File: config.mk
export PLATFORM = sky130hd
export DESIGN_NAME = lut_burst_loader
export DESIGN_NICKNAME = d
export VERILOG_FILES = /design/src/rtl/lbw_pkg.sv /design/src/rtl/lbw_addr_seq.sv /design/src/rtl/lbw_slicer.sv /design/src/rtl/lbw_cell_store.sv /design/src/rtl/lut_burst_loader.sv
export SDC_FILE = /design/constraint.sdc
export NUM_CORES = 2
export LEC_CHECK = 0
export BUFFER_PORTS_ARGS = -buffer_cell sky130_fd_sc_hd__buf_2
export CAP_MARGIN = 15
export CORE_MARGIN = 2
export CORE_UTILIZATION = 35
export CTS_CLUSTER_DIAMETER = 30
export DETAILED_ROUTE_END_ITERATION = 8
export GPL_TIMING_DRIVEN = 1
export PLACE_DENSITY = 0.51
export SYNTH_ARGS = -nofsm -noshare
export SYNTH_HDL_FRONTEND = slang
export SYNTH_SLANG_ARGS = --single-unit
File: constraint.sdc
create_clock -name clk -period 3.9 [get_ports clk]
set_clock_uncertainty 0.15 [all_clocks]
set_input_delay 0.195 -clock clk [delete_from_list [all_inputs] [get_ports clk]]
set_output_delay 0.195 -clock clk [all_outputs]
set_load 0.02 [all_outputs]
File: src/rtl/lbw_pkg.sv
package lbw_pkg;
  // Structure of one cell: two 4:2 tables, each 32 bits seen as four bytes.
  localparam int unsigned LBW_N_WORDS   = 4;
  localparam int unsigned LBW_SLICE_W   = 2;
  localparam int unsigned LBW_BYTE_W    = LBW_N_WORDS * LBW_SLICE_W;
  localparam int unsigned LBW_N_LUTS    = 2;
  localparam int unsigned LBW_LUT_BYTES = 4;
  localparam int unsigned LBW_IDX_W     = 4;
  localparam int unsigned LBW_OUT_W     = 2;
  localparam int unsigned LBW_LUT_BITS  = LBW_LUT_BYTES * LBW_BYTE_W;
  localparam int unsigned LBW_BSEL_W    = $clog2(LBW_LUT_BYTES);
  localparam int unsigned LBW_LSEL_W    = $clog2(LBW_N_LUTS);
  localparam int unsigned LBW_ADDR_W    = LBW_BSEL_W + LBW_LSEL_W;

  typedef logic [LBW_BYTE_W-1:0] lbw_byte_t;
  typedef logic [LBW_ADDR_W-1:0] lbw_addr_t;
endpackage

File: src/rtl/lbw_addr_seq.sv
module lbw_addr_seq
  import lbw_pkg::*;
(
  input  logic      clk,
  input  logic      rst_n,
  input  logic      init,
  input  logic      burst_on,
  output lbw_addr_t addr,
  output logic      done,
  output logic      fire
);
  lbw_addr_t cnt_q;
  logic      done_q;

  assign fire = burst_on & ~init & ~done_q;
  assign addr = cnt_q;
  assign done = done_q;

  always_ff @(posedge clk) begin
    if (!rst_n) begin
      cnt_q  <= '0;
      done_q <= 1'b0;
    end else if (init) begin
      cnt_q  <= '0;
      done_q <= 1'b0;
    end else if (fire) begin
      cnt_q <= cnt_q + 1'b1;
      if (cnt_q == '1) done_q <= 1'b1;
    end
  end
endmodule

File: src/rtl/lbw_slicer.sv
module lbw_slicer
  import lbw_pkg::*;
#(
  parameter int unsigned N_CELLS = 16,
  localparam int unsigned WORD_W = N_CELLS * LBW_SLICE_W
) (
  input  logic [LBW_N_WORDS*WORD_W-1:0]  words,
  output logic [N_CELLS*LBW_BYTE_W-1:0]  cell_bytes
);
  for (genvar k = 0; k < N_CELLS; k++) begin : g_cell
    for (genvar j = 0; j < LBW_N_WORDS; j++) begin : g_word
      assign cell_bytes[k*LBW_BYTE_W + j*LBW_SLICE_W +: LBW_SLICE_W] =
        words[j*WORD_W + k*LBW_SLICE_W +: LBW_SLICE_W];
    end
  end
endmodule

File: src/rtl/lbw_cell_store.sv
module lbw_cell_store
  import lbw_pkg::*;
(
  input  logic                             clk,
  input  logic                             rst_n,
  input  logic [LBW_N_LUTS-1:0]            we,
  input  logic [LBW_BSEL_W-1:0]            waddr,
  input  lbw_byte_t                        wdata,
  input  logic [LBW_N_LUTS*LBW_IDX_W-1:0]  rd_idx,
  output logic [LBW_N_LUTS*LBW_OUT_W-1:0]  rd_out
);
  for (genvar l = 0; l < LBW_N_LUTS; l++) begin : g_lut
    logic [LBW_LUT_BITS-1:0] tbl_q;
    logic [LBW_IDX_W-1:0]    idx;

    always_ff @(posedge clk) begin
      if (!rst_n)     tbl_q <= '0;
      else if (we[l]) tbl_q[waddr*LBW_BYTE_W +: LBW_BYTE_W] <= wdata;
    end

    assign idx = rd_idx[l*LBW_IDX_W +: LBW_IDX_W];
    assign rd_out[l*LBW_OUT_W +: LBW_OUT_W] = tbl_q[idx*LBW_OUT_W +: LBW_OUT_W];
  end
endmodule

File: src/rtl/lut_burst_loader.sv
module lut_burst_loader
  import lbw_pkg::*;
#(
  parameter int unsigned N_CELLS = 16,
  localparam int unsigned WORD_W = N_CELLS * LBW_SLICE_W,
  localparam int unsigned CELL_W = $clog2(N_CELLS)
) (
  input  logic                                   clk,
  input  logic                                   rst_n,
  input  logic                                   init,
  input  logic                                   burst_on,
  input  logic [LBW_N_WORDS*WORD_W-1:0]          bus_words,
  input  logic                                   cfg_we,
  input  logic [CELL_W-1:0]                      cfg_cell,
  input  logic [LBW_ADDR_W-1:0]                  cfg_addr,
  input  logic [LBW_BYTE_W-1:0]                  cfg_data,
  input  logic [N_CELLS*LBW_N_LUTS*LBW_IDX_W-1:0] lut_idx,
  output logic [N_CELLS*LBW_N_LUTS*LBW_OUT_W-1:0] lut_out,
  output logic [N_CELLS*LBW_N_LUTS-1:0]          wr_en,
  output logic [LBW_BSEL_W-1:0]                  wr_addr,
  output logic [N_CELLS*LBW_BYTE_W-1:0]          wr_data,
  output logic [LBW_ADDR_W-1:0]                  burst_addr,
  output logic                                   done
);
  lbw_addr_t seq_addr;
  logic      fire;

  lbw_addr_seq u_seq (
    .clk      (clk),
    .rst_n    (rst_n),
    .init     (init),
    .burst_on (burst_on),
    .addr     (seq_addr),
    .done     (done),
    .fire     (fire)
  );

  lbw_slicer #(.N_CELLS(N_CELLS)) u_slice (
    .words      (bus_words),
    .cell_bytes (wr_data)
  );

  assign burst_addr = seq_addr;
  assign wr_addr    = seq_addr[LBW_BSEL_W-1:0];

  // Table select lives in the upper address bits, byte select below.
  logic [LBW_LSEL_W-1:0] burst_lsel, cfg_lsel;
  assign burst_lsel = seq_addr[LBW_ADDR_W-1 -: LBW_LSEL_W];
  assign cfg_lsel   = cfg_addr[LBW_ADDR_W-1 -: LBW_LSEL_W];

  for (genvar k = 0; k < N_CELLS; k++) begin : g_row
    logic [LBW_N_LUTS-1:0] burst_we, cfg_we_c, cell_we;
    logic [LBW_BSEL_W-1:0] cell_addr;
    lbw_byte_t             cell_data;
    logic                  cfg_hit;

    assign cfg_hit = cfg_we & ~fire & (cfg_cell == CELL_W'(k));

    for (genvar l = 0; l < LBW_N_LUTS; l++) begin : g_sel
      assign burst_we[l] = fire    & (burst_lsel == LBW_LSEL_W'(l));
      assign cfg_we_c[l] = cfg_hit & (cfg_lsel   == LBW_LSEL_W'(l));
    end

    assign cell_we   = burst_we | cfg_we_c;
    assign cell_addr = fire ? seq_addr[LBW_BSEL_W-1:0] : cfg_addr[LBW_BSEL_W-1:0];
    assign cell_data = fire ? wr_data[k*LBW_BYTE_W +: LBW_BYTE_W] : cfg_data;
    assign wr_en[k*LBW_N_LUTS +: LBW_N_LUTS] = burst_we;

    lbw_cell_store u_cell (
      .clk    (clk),
      .rst_n  (rst_n),
      .we     (cell_we),
      .waddr  (cell_addr),
      .wdata  (cell_data),
      .rd_idx (lut_idx[k*LBW_N_LUTS*LBW_IDX_W +: LBW_N_LUTS*LBW_IDX_W]),
      .rd_out (lut_out[k*LBW_N_LUTS*LBW_OUT_W +: LBW_N_LUTS*LBW_OUT_W])
    );
  end
endmodule

After elaboration in Yosys (flattened, before gate mapping)
Cells that the tools add are included.
Operators by class
  add/subtract/negate cells: 2
  eq/ne operators: 16
  shift operators: 49
  muxes and demuxes: 49
  bitwise operators: 75
  reduce and logical (&&, ||, !) cells: 3
Operators with widths (count)
  bitwise mux 32 bit: 32
  variable part select 32 x 6 -> 2 bit: 32
  variable part select 8 x 34 -> 32 bit: 16
  two-way mux 8 bit: 16
  AND 1 bit: 53
  negator 5 -> 34 bit: 1
  variable shift 8 x 34 -> 32 bit (first input constant): 1
  equality test 4 bit (second input constant): 8
  OR 2 bit: 16
  equality test 4 x 3 -> 1 bit (second input constant): 4
  equality test 4 x 2 -> 1 bit (second input constant): 2
  NOT 1 bit: 6
  equality test 4 x 1 -> 1 bit (second input constant): 1
  logical NOT 4 bit: 1
  adder 3 x 1 -> 3 bit (second input constant): 1
  equality test 3 bit (second input constant): 1
  two-way mux 2 bit: 1
  AND reduction 2 bit: 1
  OR reduction 2 bit: 1
Word-level totals
  bits in registers: 1028
  output and inout port bits: 230

Logic depth before layout (Yosys ltp)
  depth in word-level cells: 8
  gate-level depth with buffers: 16
  mapped depth without buffers: 8

By module
A second synthesis with hierarchy kept.
Unflattened totals
  cells, all modules: 6210
  area total of the unflattened synthesis: 54533.6 um^2
By module, submodules not included
  lbw_cell_store (g_row[0].u_cell ...): times used 14, cells an instance 355, area each 3225.6 um^2, seq. area each 1281.2 um^2
  lbw_cell_store (g_row[9].u_cell): times used 1, cells an instance 357, area each 3261.9 um^2, seq. area each 1281.2 um^2
  lbw_cell_store (g_row[6].u_cell): times used 1, cells an instance 357, area each 3228.1 um^2, seq. area each 1281.2 um^2
  lut_burst_loader: times used 1, cells an instance 381, area each 1744.2 um^2, seq. area each 0.0 um^2
  lbw_slicer: times used 1, cells an instance 128, area each 960.9 um^2, seq. area each 0.0 um^2
  lbw_addr_seq: times used 1, cells an instance 17, area each 180.2 um^2, seq. area each 80.1 um^2

Worst setup path after synthesis
OpenSTA, ideal clock, no wires.
  path kind: register to register
  from: register u_seq.done_q, in the netlist u_seq.done
  to: register g_row[14].u_cell.g_lut[1].tbl_q[8]
  library setup time: 74 ps
  arrival: 3397 ps
  slack: 280 ps
  cell stages (with the launch flop): 17
  buffers on the path: 8
  path through: dfxtp_1 or3b_1 buf_6 mux2_2 buf_2 buf_6 buf_2 inv_1 ha_1 clkbuf_1 nor2b_1 clkbuf_1 and2_1 clkbuf_1 buf_1 nand3_1 mux2i_1
On the way
  longest elaborated chain between the ends: 7
  elaborated cells on any way between the ends: 14
  those cells by class: add/sub: 1; shift: 2; mux: 3; bitwise: 8
Ends and longest elaborated chain
  start: declaration: line lbw_addr_seq.sv:13  | logic done_q;
  start signal: assignment: line lbw_addr_seq.sv:22  | done_q <= 1'b0;
  start signal: assignment: line lbw_addr_seq.sv:25  | done_q <= 1'b0;
  start signal: assignment: line lbw_addr_seq.sv:28  | if (cnt_q == '1) done_q <= 1'b1;
  NOT 1 bit (*): line lbw_addr_seq.sv:15  | assign fire = burst_on & ~init & ~done_q;
  AND 1 bit (*): line lbw_addr_seq.sv:15
  parallel branches: the longest is 5 deep, another holds negator 5 -> 34 bit
  end signal: indexed assignment: line lbw_cell_store.sv:18  | else if (we[l]) tbl_q[waddr*LBW_BYTE_W +: LBW_BYTE_W] <= wdata;
  end: declaration: line lbw_cell_store.sv:13  | logic [LBW_LUT_BITS-1:0] tbl_q;
Mark *: on every way between the ends.
A chain may end at the register's enable or synchronous reset.

Worst setup path in the final report
  from: register u_seq.done_q, in the netlist u_seq.done
  to: register g_row[15].u_cell.g_lut[1].tbl_q[18]
On the way
  longest elaborated chain between the ends: 7
  elaborated cells on any way between the ends: 14
  those cells by class: add/sub: 1; shift: 2; mux: 3; bitwise: 8
Ends and longest elaborated chain (line)
  NOT 1 bit (*): lbw_addr_seq.sv:15
  AND 1 bit (*): lbw_addr_seq.sv:15
  parallel branches: the longest is 5 deep, another holds negator 5 -> 34 bit
  end signal: indexed assignment: lbw_cell_store.sv:18
  end: declaration: lbw_cell_store.sv:13
Marked as above.

==> results by group <==
Power and ir drop
  – Leak pwr: 26.4 nW
  – Power per cell area: 574 nW/um2
  – Peak VDD IR: 0.402 mV

Timing
  – Final hold violation count: 0
  – Slew HR: 0.222
  – RSZ-0062 raised after global routing: false
  – Achievable Freq: 280 MHz
  – Worst slew pin tran: 1170 ps
  – Tmin final: 3570 ps
  – Final TNS setup: 0 ps
  – Final setup viols: 0
  – Period utilization: 0.915
  – Max Transition Viols Final: 0

Worst hold path
  – Tightest Hold Check Type: in2reg

CTS
  – Post-CTS Setup Bufs: 0
  – Post_cts resized: 0
  – Skew-Pair Late Insertion Delay: 900 ps
  – Root Driver: clkbuf_16
  – Clock transition at path regs: 40 ps
  – TritonCTS clock tree: built
  – H-tree Lvls: 5
  – CTS Buffer Depth: 4
  – Num Clock Sinks: 1028
  – CTS Buf Count: 294
  – Hold_buf cts: 139

Critical path
  – Crit end category: flip-flop
  – Crit path kind: reg2reg
  – Crit-path slowest cell: buf_4
  – CP required: 4510 ps
  – Critical path arrival: 4180 ps
  – Critical path launch point type: flip-flop
  – CP max FO: 32
  – Internal reg-to-reg setup slack: 330 ps
  – CP max stage delay: 670 ps
  – Crit-path cells: or3b_4 > mux2_8 > ha_4 > nor2b_4 > buf_4 > nand3_1 > o22ai_1

Floorplanning
  – Die height: 386 um
  – Core area: 145000 um2
  – I/O Pins: 506
  – # rows: 140
  – Die area: 149000 um2
  – Die X: 386 um
  – Initial Util: 0.351

Place
  – IO buf count: 505
  – GPL Wtd Cong: 0.829
  – Post-DP HPWL: 122 mm
  – Inst Count DP: 6948

Synthesis
  – Syn avg cell area: 10.2 um2
  – Primary FF master, synth: dfxtp_1
  – Synth Instances: 5022
  – Register area share after synthesis: 0.404
  – Cell Area, Synth: 51000 um2
  – Synth Area in Simple Gates: 0.154
  – Syn nets: 5302
  – #FFs+latches synth: 1028
  – Post-synthesis adder-cell area fraction: 0.000981
  – Yosys warns: 0
  – Synth Area in Compound Gates: 0.107
  – Ys async rst share: 0
  – Yosys cell types: 54
  – Mux cell area share after synthesis: 0.272
  – Number of flops mapped to enable cells by yosys: 0
  – Largest family of logic cells by synthesized area: multiplexers
  – Post-Synth XOR/XNOR Area: 0.000172

Detailed routing
  – Highest Signal Layer: met5
  – Vias/cell: 5.66
  – Routed wl met2: 85.7 mm
  – # DRC: 0
  – Remaining antenna violation count: 0
  – Average wire per standard cell: 24.7 um
  – Vias: 43.0k
  – Total wire length: 188 mm
  – Metal3 WL: 13.4 mm
  – Metal1 wirelength: 83.5 mm
  – Drt pass-1 iters: 5
  – Initial DRC Count: 3637

Cells and area
  – Fin cells: 7594
  – Layout overhead on the synthesized area: 28.3%
  – Commonest non-fill, non-tap cells in the layout: dfxtp_1, nand2_1, mux2i_1, buf_2, nand4_1
  – Layout net count: 5746
  – Final Util: 0.451
  – Share of layout cells above drive strength 1: 0.297
  – Commonest non-fill, non-tap cell in the layout: dfxtp_1

Run status
  – Status: complete, no violations

Run
  – Maxcap violations: 0

Global routing
  – Largest net degree at the start of global routing: 157
  – Number of global-route vias before repair: 42.7k
  – GRT Residual Overflow: 0
  – Initial antenna violation count: 26
  – GRT Resource Usage Total: 0.245
  – First-pass GRT wire length: 276 mm
[sequential cells by signal, summed over array words and instances, names as in the netlist]
| signal | count |
|---|---|
| g_row.u_cell.g_lut.tbl_q | 1024 |
| u_seq.addr | 3 |
| u_seq.done | 1 |
[power breakdown]
part / internal, mW / switching (mW) / leakage (nW) / total, mW
sequential: 10.6 / 0.0176 / 8.28 / 10.6
combinational: 0.793 / 1.96 / 13.2 / 2.75
clock: 17.3 / 6.88 / 4.91 / 24.2
total: 28.7 / 8.86 / 26.4 / 37.6
[worst max-delay path, delay by kind of cell, from the launching register on]
family          cells  cell delay (ps)
flops               1              370
buf+inv             1              670
simple gates        3             1190
compound gates      1              290
mux                 1              410
fa+ha+maj           1              310
[worst paths after layout]
check,from,end,cells past startpoint
worst max-delay path,u_seq.done,g_row[15].u_cell.g_lut[1].tbl_q[18],7
worst min-delay path,cfg_cell[2],g_row[1].u_cell.g_lut[0].tbl_q[7],6
worst max register to register,u_seq.done,g_row[15].u_cell.g_lut[1].tbl_q[18],7
worst min register to register,g_row[0].u_cell.g_lut[1].tbl_q[18],g_row[0].u_cell.g_lut[1].tbl_q[18],2
[cell usage after synthesis, types with 4 or more instances]
library cell  number  area (um2)
mux2_2           130        1460
a21boi_1          87         653
mux2i_1          512        5120
o21ai_0          256        1280
o22ai_1          256        1600
nand2_1          904        3390
buf_6              7        78.8
nand3_4           29         508
mux4_2           320        7210
or3b_1             4        35.0
a31oi_2           10         125
nand2_4            5        56.3
a21boi_0         169        1270
dfxtp_1         1028       20600
ha_1               4        50.1
o31ai_4            6         128
nor2_2            12        75.1
o31ai_2           14         175
nand2_2           23         144
and3b_1            5        43.8
a31oi_1           22         138
buf_4            180        1350
nand3_1          145         726
buf_1             35         131
nand4_1          384        2400
buf_2             77         385
nor2_1            23        86.3
clkbuf_1         304        1140
o31ai_1           12        90.1
nand3_2           20         200
[metal layers]
metal / vias to the layer above / GRT usage
met2: 1663 / 0.378
li1: 19600 / -
met3: 301 / 0.0524
met5: - / 0
met1: 21400 / 0.338
met4: 16 / 0.0814
[cell families (layout without fill, tap and decap cells)]
logic type,Yosys count,count (layout)
flip-flops,1028,1028
buffers and inverters,611,1257
adder cells (fa/ha/maj),4,4
multiplexers,965,965
XOR/XNOR,1,1
AND/OR/NAND/NOR,1578,1578
other,0,9
AO/OA/AOI/OAI,835,835
[cell type report]
type                    count  area, um2
well taps                1917       2400
fillers                 13600      79800
flip-flops and latches   1028      20600
diodes                      9       22.5
inverters                   5       23.8
multi-input cells        3383      27400
repair buffers            754       5060
clock buffers             374       8270
clock inverters           124       1700
[stage by stage]
stage / worst slack, ps / cell area [um2] / total power, mW / hold slack (ps)
global placement: 456 / 54000 / 13.4 / 289
floorplan: 280 / 51000 / 12.4 / 190
detailed placement: 410 / 54100 / 13.4 / 297
finish: 333 / 65500 / 37.6 / 79.8
CTS: 351 / 65400 / 37.8 / 7.83
global route: 171 / 65400 / 38.6 / 85.6
No activity file was read; power rests on OpenSTA's default activity.
